## config.mk

```make
export PLATFORM = sky130hd
export DESIGN_NAME = usr_rotate_reg
export DESIGN_NICKNAME = d
export VERILOG_FILES = /design/src/rtl/usr_pkg.sv /design/src/rtl/usr_mode_dec.sv /design/src/rtl/usr_bit_cell.sv /design/src/rtl/usr_rotate_reg.sv
export SDC_FILE = /design/constraint.sdc
export NUM_CORES = 1
export LEC_CHECK = 0
export BUFFER_PORTS_ARGS = -buffer_cell sky130_fd_sc_hd__buf_2
export CAP_MARGIN = 5
export CORE_AREA = 2 2 39 41
export CTS_BUF_LIST = sky130_fd_sc_hd__clkbuf_8
export DETAILED_ROUTE_END_ITERATION = 7
export DIE_AREA = 0 0 41 43
export HOLD_SLACK_MARGIN = 0.15
export PLACE_DENSITY = 0.71
export SLEW_MARGIN = 10
export SYNTH_ARGS = -nofsm -noshare
export SYNTH_HDL_FRONTEND = slang
export SYNTH_SLANG_ARGS = --single-unit
```

## constraint.sdc

```tcl
create_clock -name clk -period 1.2 [get_ports clk]
set_input_delay 0.12 -clock clk [delete_from_list [all_inputs] [get_ports clk]]
set_output_delay 0.12 -clock clk [all_outputs]
set_load 0.05 [all_outputs]
```

## src/rtl/usr_pkg.sv

```systemverilog
// Package: shared width and operation type for the universal shift register.
// Assumes the register is at least two bits wide.
package usr_pkg;

    localparam int USR_W = 8;

    typedef enum logic [2:0] {
        OP_LOAD = 3'd0,
        OP_SHR  = 3'd1,
        OP_ROR  = 3'd2,
        OP_SHL  = 3'd3,
        OP_ROL  = 3'd4,
        OP_SET  = 3'd5
    } usr_op_e;

endpackage

```

## src/rtl/usr_mode_dec.sv

```systemverilog
// Module: usr_mode_dec
// Turns the three-bit operation code into an internal operation.
// Assumes the code is valid every cycle; codes 00x and 11x ignore bit 0.
module usr_mode_dec
    import usr_pkg::*;
(
    input  logic [2:0] mode,
    output usr_op_e    op
);

    // Map each code to its operation; bit 0 is a don't-care for load and set.
    always_comb begin
        unique casez (mode)
            3'b00?:  op = OP_LOAD;
            3'b010:  op = OP_SHR;
            3'b011:  op = OP_ROR;
            3'b100:  op = OP_SHL;
            3'b101:  op = OP_ROL;
            default: op = OP_SET;
        endcase
    end

endmodule

```

## src/rtl/usr_bit_cell.sv

```systemverilog
// Module: usr_bit_cell
// One register bit: a next-state selector in front of a flip-flop with
// asynchronous active-high clear. Assumes the neighbour sources are already
// resolved by the caller (serial or rotate at the ends).
module usr_bit_cell
    import usr_pkg::*;
(
    input  logic    clk,
    input  logic    clr,
    input  usr_op_e op,
    input  logic    par_bit,
    input  logic    from_hi,
    input  logic    from_lo,
    output logic    q_bit
);

    logic d_nxt;

    // Choose the next value of this bit from the operation.
    always_comb begin
        unique case (op)
            OP_LOAD:        d_nxt = par_bit;
            OP_SHR, OP_ROR: d_nxt = from_hi;
            OP_SHL, OP_ROL: d_nxt = from_lo;
            default:        d_nxt = 1'b1;
        endcase
    end

    // Store the bit; clear acts without a clock edge.
    always_ff @(posedge clk or posedge clr) begin
        if (clr) q_bit <= 1'b0;
        else     q_bit <= d_nxt;
    end

endmodule

```

## src/rtl/usr_rotate_reg.sv

```systemverilog
// Module: usr_rotate_reg
// Universal shift register with load, shift, rotate and set-to-ones modes,
// and an asynchronous active-high clear. Assumes clr is released away from
// the rising clock edge.
module usr_rotate_reg
    import usr_pkg::*;
#(
    parameter int W = USR_W
) (
    input  logic         clk,
    input  logic         clr,
    input  logic [2:0]   mode,
    input  logic [W-1:0] din,
    input  logic         ser_l,
    input  logic         ser_r,
    output logic [W-1:0] q
);

    localparam int TOP = W - 1;

    usr_op_e     op;
    logic [W-1:0] hi_src;
    logic [W-1:0] lo_src;

    usr_mode_dec u_dec (
        .mode (mode),
        .op   (op)
    );

    generate
        for (genvar i = 0; i < W; i++) begin : g_bit
            // Source from the higher neighbour: serial or wrap at the top end.
            if (i == TOP) begin : g_hi_end
                always_comb hi_src[i] = (op == OP_ROR) ? q[0] : ser_r;
            end else begin : g_hi_mid
                always_comb hi_src[i] = q[i+1];
            end
            // Source from the lower neighbour: serial or wrap at the bottom end.
            if (i == 0) begin : g_lo_end
                always_comb lo_src[i] = (op == OP_ROL) ? q[TOP] : ser_l;
            end else begin : g_lo_mid
                always_comb lo_src[i] = q[i-1];
            end

            usr_bit_cell u_cell (
                .clk     (clk),
                .clr     (clr),
                .op      (op),
                .par_bit (din[i]),
                .from_hi (hi_src[i]),
                .from_lo (lo_src[i]),
                .q_bit   (q[i])
            );
        end
    endgenerate


    clr_empty_chk: assert property (@(posedge clk) clr |-> (q == '0));


    load_take_chk: assert property (@(posedge clk) disable iff (clr)
        (mode[2:1] == 2'b00) |=> (q == $past(din)));


    shr_fill_chk: assert property (@(posedge clk) disable iff (clr)
        (mode == 3'b010) |=> (q == {$past(ser_r), $past(q[TOP:1])}));


    ror_wrap_chk: assert property (@(posedge clk) disable iff (clr)
        (mode == 3'b011) |=> (q == {$past(q[0]), $past(q[TOP:1])}));


    shl_fill_chk: assert property (@(posedge clk) disable iff (clr)
        (mode == 3'b100) |=> (q == {$past(q[TOP-1:0]), $past(ser_l)}));


    rol_wrap_chk: assert property (@(posedge clk) disable iff (clr)
        (mode == 3'b101) |=> (q == {$past(q[TOP-1:0]), $past(q[TOP])}));


    set_ones_chk: assert property (@(posedge clk) disable iff (clr)
        (mode[2:1] == 2'b11) |=> (q == '1));

endmodule

```

==> results of run 1 <==
==> what timing repair did <==
item | 4_1_cts | 5_1_grt
endpoints found under the hold margin | 8 | 0
resized for setup | 0 | 0
endpoints found under the setup margin | 0 | 0
hold buffers | 1 | 0
==> worst max path at each step <==
stage,startpoint,to,slack (ps),cells after the start
after floorplan,g_bit[7].u_cell.q_bit,g_bit[0].u_cell.q_bit,280,2
after global placement,mode[1],g_bit[6].u_cell.q_bit,210,3
after detailed placement,mode[1],g_bit[6].u_cell.q_bit,180,3
after CTS,g_bit[1].u_cell.q_bit,q[1],200,1
after global routing,g_bit[1].u_cell.q_bit,q[1],170,1
final,g_bit[6].u_cell.q_bit,q[6],200,1
==> Yosys cell counts (all sizes together) <==
| cell | n |
|---|---|
| dfrtp | 8 |
| nor2 | 1 |
| mux2i | 1 |
| o22a | 8 |
| a21oi | 1 |
| mux2 | 8 |
| nand2b | 1 |
| buf | 11 |
| inv | 1 |
==> area by class of cell <==
cell class | instances | area share
well taps | 16 | 0.0331
clock buffers | 3 | 0.0683
multi-input cells | 20 | 0.362
inverters | 1 | 0.00621
flip-flops and latches | 8 | 0.331
repair buffers | 23 | 0.199
==> where the power goes <==
group	total (W)	internal, W	switching, W	leakage (nW)
Combinational	0.000242	0.0000970	0.000145	0.180
Sequential	0.000317	0.000297	0.0000197	0.0818
Clock	0.000319	0.000217	0.000102	0.0216
Total	0.000877	0.000611	0.000267	0.283
==> layout by cell type (no fill, tap or decap), drive strengths merged <==
cell	count
inv	1
buf	22
clkbuf	3
o22a	8
nand2b	1
dfrtp	8
a21oi	1
nor2	1
dlygate4sd3	1
mux2	8
mux2i	1
==> tightest hold or removal path, cell delays in order <==
cell    delay, ps
buf_2          70
mux2_4        120
o22a_1        120
==> logic make-up (layout without fill, tap and decap cells) <==
family                 after synthesis  after routing  synth area share
AOI/OAI and AO/OA                    9              9             0.147
buffers and inverters               12             27             0.179
DFF                                  8              8             0.392
muxes                                9              9             0.248
and+or+nand+nor                      2              2            0.0343
==> through the flow <==
step                instances  hold slack [ps]  utilization  power (W)  setup slack (ps)
CTS                        71              240        0.437   0.000893               200
global route               71              246        0.437   0.000918               170
floorplan                  40            -64.3            -   0.000544               283
detailed placement         67             86.1        0.400   0.000563               178
finish                     71              242        0.437   0.000877               205
global placement           67             80.2        0.400   0.000559               208
==> routing by layer <==
metal	vias up	wire length [µm]	track usage
met5	-	0	0
li1	164	-	-
met1	152	393	0.146
met2	15	414	0.175
met4	0	42	0.120
met3	4	68	0.0628
==> metrics.md, run 1 <==
| Metric | Value |
|---|---|
| CP peak stage delay | 370 ps |
| Vias/cell | 4.72 |
| Critical Path Sink Type | output pin |
| R2r startpoint | g_bit[6].u_cell.q_bit |
| Number of synthesis warnings | 0 |
| Hold_sp | din[4] |
| Max FFs per register | 8 |
| Net Count, Synth | 55 |
| Pre-antenna DRT Iters | 3 |
| Finished Cell Area | between 600 and 700 µm² |
| Lkg Pwr | approximately 0.28 nW |
| IO Port Bufs | 22 |
| Final hold violation count | 0 |
| Hold depth | 3 |
| Sequential fraction of the synthesis area | 0.392 |
| Synthesized area per cell | 12.8 µm² |
| Netlist cell types | 12 |
| Critical path arrival | a little under 900 ps |
| Largest net degree at the start of global routing | 11 |
| Worst setup SP type | flip-flop |
| Number of global-route vias before repair | ~340 |
| Starting DRC count in detailed routing | 1 |
| TritonCTS clock tree | yes |
| Post-synthesis register bit count | 8 |
| FMAX | 1000 MHz |
| Worst-path fanout max | 3 |
| Root buffer cell | clkbuf_8 |
| Nets | 72 |
| Synth Instances | 40 |
| Final-layout fill cell count | 153 |
| Initial Util | 0.369 |
| Post-Route WL | 918 µm |
| RSZ-0062 raised after global routing | no |
| Top cells by area, synth | dfrtp_1 (39%), mux2_4 (21%), o22a_1 (14%), buf_4 (12%), buf_6 (4.4%) |
| CTS Buf Count | 3 |
| Relative slew slack | 0.797 |
| Clk Latency, worst-skew pair | ~230 ps |
| Kind of cell adding the most delay to the critical path | flip-flops |
| Ports | 23 |
| GR Overflow Total | 0 |
| Fin crit share | 0.829 |
| Multi-input combinational cell area | 219 µm² |
| Flop2flop setup slack | about 250 ps |
| Fin. max-slew vios | 0 |
| Die X | 41 µm |
| Initial antenna violation count | 0 |
| First-pass GRT wire length | roughly 1400 µm |
| VDD IR max | 0.707 mV |
| GRT Overall Usage | 0.132 |
| Post-synthesis cell area | around 510 µm² |
| Pwr per Cell Area | 1450 nW/µm² |
| Cells along the critical path | buf_2 |
| Tightest Pin Transition | 303 ps |
| Synthesis-to-layout area growth | 18.4% |
| Routability Congestion | 0.681 |
| Residual DRC count | 0 |
| Post-Route Setup TNS | 0 ps |
| Clk_skew | 4.48 ps |
| Clock buffer depth | 2 |
| Top cell type's share of synthesized area | 0.392 |
| Die H | 43 µm |
| WL per Instance | 12.9 µm |
| Vias | 335 |
| Row count | 14 |
| Share of cells above drive strength 1 | 0.618 |
| H-Tree Level Count | 1 |
| FF-to-FF path depth | 2 |
| Hold endpoint | g_bit[4].u_cell.q_bit |
| Max stage delay cell, worst path | dfrtp_1 |
| Top Registers | g_bit.u_cell.q_bit x8 |
| Max-cap viol count | 0 |
| Core Footprint | 1380 µm² |
| Post-CTS Setup Inserts | 0 |
| WP data required | 1080 ps |
| CP bufs+invs | 1 |
| Final setup fails | 0 |
| Die area | roughly 1800 µm² |
| Min Clock Period, post-route | 995 ps |
| Post-DRT Antenna Nets | 0 |
| Yosys top cell by area | dfrtp_1 |
| Sequential cell area | between 200 and 250 µm² |
| Top reg by flops | g_bit.u_cell.q_bit |
| Cell Area, Placed | between 500 and 600 µm² |
| Min-delay worst type | input port to flip-flop |
| Status | finished clean |
| Crit path kind | flip-flop to output pin |
| CTS clk-pin slew, worst paths | 40 ps |
| R2r endpoint | g_bit[5].u_cell.q_bit |
| CTS Sinks | 8 |
| Ant. Diodes | 0 |
Power figures use the tool's default switching activity.
==> run 2, diff against run 1 <==
--- a/config.mk
+++ b/config.mk
@@ -12,7 +12,7 @@
 export DETAILED_ROUTE_END_ITERATION = 7
 export DIE_AREA = 0 0 41 43
 export HOLD_SLACK_MARGIN = 0.15
-export PLACE_DENSITY = 0.71
+export PLACE_DENSITY = 0.74
 export SLEW_MARGIN = 10
 export SYNTH_ARGS = -nofsm -noshare
 export SYNTH_HDL_FRONTEND = slang
==> constraint.sdc (replaced) <==
create_clock -name clk -period 0.9 [get_ports clk]
set_input_delay 0.09 -clock clk [delete_from_list [all_inputs] [get_ports clk]]
set_output_delay 0.09 -clock clk [all_outputs]
set_load 0.05 [all_outputs]
==> run 2 against run 1 <==
  * The flow now finishes with violations (setup timing)
  * Non-clock buffer count grew 10
  * Largest cell class is now non-clock buffers
  * Critical path depth up 1
  * Hold slack worse by 40 ps
  * Die area unchanged
==> metrics.md, run 2 (synthesis results as in run 1) <==
| Metric | Value |
|---|---|
| VDD IR max | 0.699 mV (-1.1%) |
| Top Registers | g_bit.u_cell.q_bit x8 |
| Max FFs per register | 8 (unchanged) |
| Vias/cell | 4.81 (+2.0%) |
| Synthesis-to-layout area growth | 55.4% |
| GRT Max-Usage Layer | met2 |
| M1 GR Usage | 0.169 (+0.0237) |
| Hold_sp | din[4] |
| Critical Path Sink Type | output pin |
| R2r startpoint | g_bit[7].u_cell.q_bit |
| Commonest non-fill, non-tap cell in the layout | buf_2 |
| Root buffer cell | clkbuf_8 |
| Min-delay worst type | input port to flip-flop |
| Number of global-route vias before repair | 396 (+18%) |
| FF-to-FF path depth | 2 (unchanged) |
| Core Footprint | 1380 µm² (unchanged) |
| Critical path depth in cells | 2 (+1) |
| Hpwl dp | slightly below 800 µm |
| H-Tree Level Count | 1 (unchanged) |
| Fin. max-slew vios | 0 (unchanged) |
| Tightest Pin Transition | 340 ps (+36.3 ps) |
| CTS Buf Count | 3 (unchanged) |
| Final hold violation count | 0 (unchanged) |
| Post-DRT Antenna Nets | 0 (unchanged) |
| Met3 usage | 0.0471 (-0.0157) |
| Clock buffer depth | 2 (unchanged) |
| Starting DRC count in detailed routing | 4 (+3) |
| WP data required | 810 ps (-270 ps) |
| Fin crit share | 1.09 |
| Worst-path fanout max | 2 (-1) |
| Clk_skew | 1.15 ps (-3.33 ps) |
| Worst setup startpoint | g_bit[0].u_cell.q_bit |
| CTS Sinks | 8 (unchanged) |
| Largest net degree at the start of global routing | 10 (-1) |
| Nets | 82 (+14%) |
| First-pass GRT wire length | 1700 µm (+21%) |
| Clk Latency, worst-skew pair | 220 ps (about the same) |
| M2 GR Usage | 0.244 (+0.0688) |
| Die X | 41 µm (unchanged) |
| Crit path kind | flip-flop to output pin |
| CP peak stage delay | 390 ps (+20 ps) |
| Initial Util | 0.369 (unchanged) |
| Top reg by flops | g_bit.u_cell.q_bit |
| Post-Route Setup TNS | -710 ps (-710 ps) |
| Most frequent cells in the layout | buf_2 (14), buf_6 (10), mux2_4 (8), o22a_1 (8), dfrtp_1 (8) |
| TritonCTS clock tree | yes |
| Final setup fails | 14 (+14) |
| Routability Congestion | 0.733 (+7.6%) |
| Max stage delay cell, worst path | dfrtp_1 |
| GR Overflow Total | 0 (unchanged) |
| Setup WS post-layout | -77.2 ps (-282 ps) |
| Cells along the critical path | buf_6, buf_8 |
| Max-cap viol count | 0 (unchanged) |
| Vias | 390 (+16%) |
| DP Worst Slack | -81.2 ps (-260 ps) |
| Post-Route WL | 1200 µm (+31%) |
| Status | complete, but fails checks |
| GRT Overall Usage | 0.152 (+0.0205) |
| Residual DRC count | 0 (unchanged) |
| Kind of cell adding the most delay to the critical path | flip-flops |
| Die H | 43 µm (unchanged) |
| Share of cells above drive strength 1 | 0.677 (+0.0587) |
| Worst setup SP type | flip-flop |
| Ports | 23 (unchanged) |
| FMAX | 1020 MHz |
| Min Clock Period, post-route | 977 ps |
| Pre-antenna DRT Iters | 3 (unchanged) |
| Initial antenna violation count | 0 (unchanged) |
| WL per Instance | 14.9 µm (+15%) |
| Pwr per Cell Area | 1710 nW/µm² (+18%) |
| CTS clk-pin slew, worst paths | 40 ps (about the same) |
| Row count | 14 (unchanged) |
| RSZ-0062 raised after global routing | yes |
| Relative slew slack | 0.773 (-0.0242) |
| Failing checks | setup timing |
| CP bufs+invs | 2 (+1) |
| R2r endpoint | g_bit[6].u_cell.q_bit |
| Die area | 1760 µm² (unchanged) |
| Ant. Diodes | 0 (unchanged) |
| CP endpoint | q[0] |
| Flop2flop setup slack | -70 ps (-320 ps) |
| IO Port Bufs | 22 (unchanged) |
| Critical path arrival | 890 ps (about the same) |
| Lkg Pwr | 0.381 nW (+34%) |
## run 2: layout make-up
class                           count  area [µm²]
Inverter                            1        3.75
Clock buffer                        3        41.3
Sequential cell                     8         200
Timing Repair Buffer               33         305
Tap cell                           16        20.0
Multi-Input combinational cell     20         223
Fill cell                         120         591
## run 2: per-stage QoR
stage | hold WS [ps] | std cells | utilization | instance area (µm²) | total power, W
floorplan | -94.3 | 40 | - | 514 | 0.000728
global placement | 56.0 | 75 | 0.446 | 617 | 0.000794
detailed placement | 60.2 | 75 | 0.446 | 617 | 0.000799
CTS | 196 | 80 | 0.562 | 778 | 0.00136
global route | 205 | 81 | 0.573 | 793 | 0.00142
finish | 202 | 81 | 0.573 | 793 | 0.00136
## run 2: worst min-delay path by stage
stage | slack [ps] | cells past startpoint | end
after floorplan | -90 | 1 | g_bit[0].u_cell.q_bit
after global placement | 60 | 2 | g_bit[6].u_cell.q_bit
after detailed placement | 60 | 2 | g_bit[6].u_cell.q_bit
after CTS | 200 | 3 | g_bit[1].u_cell.q_bit
after global routing | 210 | 3 | g_bit[4].u_cell.q_bit
final | 200 | 3 | g_bit[4].u_cell.q_bit
## run 2: power breakdown
part | total, W | switching (W) | internal [W]
registers | 0.000424 | 0.0000286 | 0.000395
clock network | 0.000432 | 0.000142 | 0.000290
logic | 0.000499 | 0.000232 | 0.000268
total | 0.00136 | 0.000403 | 0.000953
## run 2: metal layers
| metal | part of all wire | wire, µm | up-vias |
|---|---|---|---|
| li1 | - | - | 186 |
| met1 | 0.40 | 479 | 190 |
| met2 | 0.55 | 665 | 12 |
| met3 | 0.036 | 43 | 2 |
| met4 | 0.012 | 14 | 0 |
| met5 | 0 | 0 | - |
## run 2: tightest hold or removal path: stages
cell    delay (ps)
buf_2           70
mux2_4         120
o22a_1         100
## run 2: what timing repair did
action / CTS / global route
endpoints found under the hold margin: 8 / 0
hold buffers: 1 / 0
buffers inserted: 1 / 1
pin swaps: 7 / 3
gates resized for setup: 30 / 2
setup endpoints to repair: 16 / 16
==> run 3, diff against run 2 <==
--- a/config.mk
+++ b/config.mk
@@ -13,6 +13,7 @@
 export DIE_AREA = 0 0 41 43
 export HOLD_SLACK_MARGIN = 0.15
 export PLACE_DENSITY = 0.74
+export SKIP_CTS_REPAIR_TIMING = 1
 export SLEW_MARGIN = 10
 export SYNTH_ARGS = -nofsm -noshare
 export SYNTH_HDL_FRONTEND = slang
==> run 3 against run 2 <==
  * The flow still finishes with violations (setup timing)
  * Worst setup slack got worse by 3.1 ps
  * Hold slack is essentially flat
  * Sequential cell count unchanged
  * Total power fell by 1.3%
  * Core utilization fell by 1.6 points
  * Clock skew up 0.59 ps
  * Critical path depth unchanged
  * Via count fell by 4.9%
  * Global-route usage shrank 2.4 points
  * Fmax decreased by 0.32%
  * Largest power group unchanged
  * Highest routed layer unchanged
  * Largest cell class unchanged
==> metrics.md, run 3 (synthesis results as in run 1) <==
| Metric | Value |
|---|---|
| VDD IR max | 0.755 mV (+8.0%) |
| Fin crit share | 1.09 (+0.00348) |
| Final Non-Filler Cells | 79 (-2.5%) |
| R2r endpoint | g_bit[6].u_cell.q_bit |
| IO Port Bufs | 22 (unchanged) |
| Fin. max-slew vios | 0 (unchanged) |
| Row count | 14 (unchanged) |
| Critical Path Sink Type | flip-flop |
| Relative slew slack | 0.777 (+0.00348) |
| RSZ-0062 raised after global routing | yes |
| Clk_skew | 1.74 ps (+0.590 ps) |
| Share of cells above drive strength 1 | 0.667 (-0.0103) |
| Cells along the critical path | mux2_4, o22a_1 |
| Top Registers | g_bit.u_cell.q_bit x8 |
| Critical path arrival | 1090 ps (+200 ps) |
| Ports | 23 (unchanged) |
| Clock buffer depth | 2 (unchanged) |
| Max stage delay cell, worst path | dfrtp_1 |
| Most frequent cells in the layout | buf_2 (14), mux2_4 (8), o22a_1 (8), dfrtp_1 (8), buf_6 (8) |
| Crit path kind | flip-flop to flip-flop |
| H-Tree Level Count | 1 (unchanged) |
| Die H | 43 µm (unchanged) |
| Worst-path fanout max | 3 (+1) |
| Vias/cell | 4.70 (-2.5%) |
| Max FFs per register | 8 (unchanged) |
| Hpwl dp | 781 µm (unchanged) |
| Vias | 371 (-4.9%) |
| Min-delay worst type | input port to flip-flop |
| Total power | 0.00134 W (-1.3%) |
| CP peak stage delay | 410 ps (+20 ps) |
| Finished Cell Area | 771 µm² (-2.8%) |
| Final setup fails | 13 (-1) |
| CTS Sinks | 8 (unchanged) |
| Failing checks | setup timing |
| First-pass GRT wire length | 1440 µm (-15%) |
| Synthesis-to-layout area growth | 51.0% |
| Setup WS post-layout | -80.3 ps (-3.13 ps) |
| GRT Overall Usage | 0.128 (-0.0242) |
| CP endpoint | g_bit[6].u_cell.q_bit |
| Top reg by flops | g_bit.u_cell.q_bit |
| Worst setup SP type | flip-flop |
| Max-cap viol count | 0 (unchanged) |
| Min Clock Period, post-route | 980 ps (+3.13 ps) |
| CTS Buf Count | 3 (unchanged) |
| Core Footprint | 1380 µm² (unchanged) |
| Commonest non-fill, non-tap cell in the layout | buf_2 |
| GR Overflow Total | 0 (unchanged) |
| Inst Count DP | 75 (unchanged) |
| Post-DRT Antenna Nets | 0 (unchanged) |
| Nets | 80 (-2.4%) |
| Initial Util | 0.369 (unchanged) |
| Cell Area, Placed | 617 µm² (unchanged) |
| Pwr per Cell Area | 1740 nW/µm² (+1.6%) |
| Residual DRC count | 0 (unchanged) |
| Largest net degree at the start of global routing | 10 (unchanged) |
| Root buffer cell | clkbuf_8 |
| Starting DRC count in detailed routing | 2 (-2) |
| Post-Route Setup TNS | -694 ps (+16.0 ps) |
| Lkg Pwr | 0.369 nW (-3.1%) |
| Status | complete, but fails checks |
| WP data required | 1010 ps (+200 ps) |
| Initial antenna violation count | 0 (unchanged) |
| FF-to-FF path depth | 2 (unchanged) |
| Die X | 41 µm (unchanged) |
| Post-Route WL | 1160 µm (-3.9%) |
| Routability Congestion | 0.733 (unchanged) |
| FMAX | 1020 MHz (-0.32%) |
| CTS clk-pin slew, worst paths | 40 ps (about the same) |
| R2r startpoint | g_bit[7].u_cell.q_bit |
| Number of global-route vias before repair | 331 (-16%) |
| Worst setup startpoint | g_bit[7].u_cell.q_bit |
| Ant. Diodes | 0 (unchanged) |
| Pre-antenna DRT Iters | 3 (unchanged) |
| Tightest Pin Transition | 335 ps (-5.22 ps) |
| Die area | 1760 µm² (unchanged) |
| Final hold violation count | 0 (unchanged) |
| TritonCTS clock tree | yes |
| Hold_sp | din[4] |
| Final hold slack | 202 ps (+0.104 ps) |
| Clk Latency, worst-skew pair | 230 ps (about the same) |
| Flop2flop setup slack | -80 ps (about the same) |
| WL per Instance | 14.6 µm (-1.5%) |
## run 3: cell types whose count changed in the layout (fill, tap and decap cells not counted), sizes merged
| cell | before | now |
|---|---|---|
| buf | 32 | 30 |
## run 3: worst min-delay path by stage
stage,end,depth (start not counted)
finish,g_bit[4].u_cell.q_bit,3
global route,g_bit[4].u_cell.q_bit,3
floorplan,g_bit[0].u_cell.q_bit,1
CTS,g_bit[6].u_cell.q_bit,2
global placement,g_bit[6].u_cell.q_bit,2
detailed placement,g_bit[6].u_cell.q_bit,2
## run 3: routing by layer
layer,vias up,track usage,share of wire
li1,182,-,-
met1,175,0.163,0.40
met2,12,0.175,0.55
met3,2,0.0471,0.036
met4,0,0.0800,0.012
met5,-,0,0
## run 3: worst max-delay path, delay by kind of cell, from the launching register on
kind | cells | cell delay (ps)
multiplexers | 1 | 270
AO/OA/AOI/OAI | 1 | 190
flip-flops | 1 | 410
## run 3: metrics by stage
| stage | setup WS (ps) | utilization |
|---|---|---|
| after floorplan | -15.3 | - |
| after global placement | -65.7 | 0.446 |
| after detailed placement | -81.2 | 0.446 |
| after CTS | -145 | 0.476 |
| after global routing | -104 | 0.557 |
| final | -80.3 | 0.557 |
## run 3: final cells by class
| cell class | instances | area (µm²) |
|---|---|---|
| fill | 116 | 613 |
| tap | 16 | 20.0 |
| clock buffer | 3 | 41.3 |
| inverter | 1 | 3.75 |
| multi-input combinational | 20 | 223 |
| timing repair buffer | 31 | 283 |
| sequential | 8 | 200 |
## run 3: report_power, final
part           switching [W]  internal (W)
clock               0.000144      0.000290
combinational       0.000227      0.000253
sequential         0.0000284      0.000395
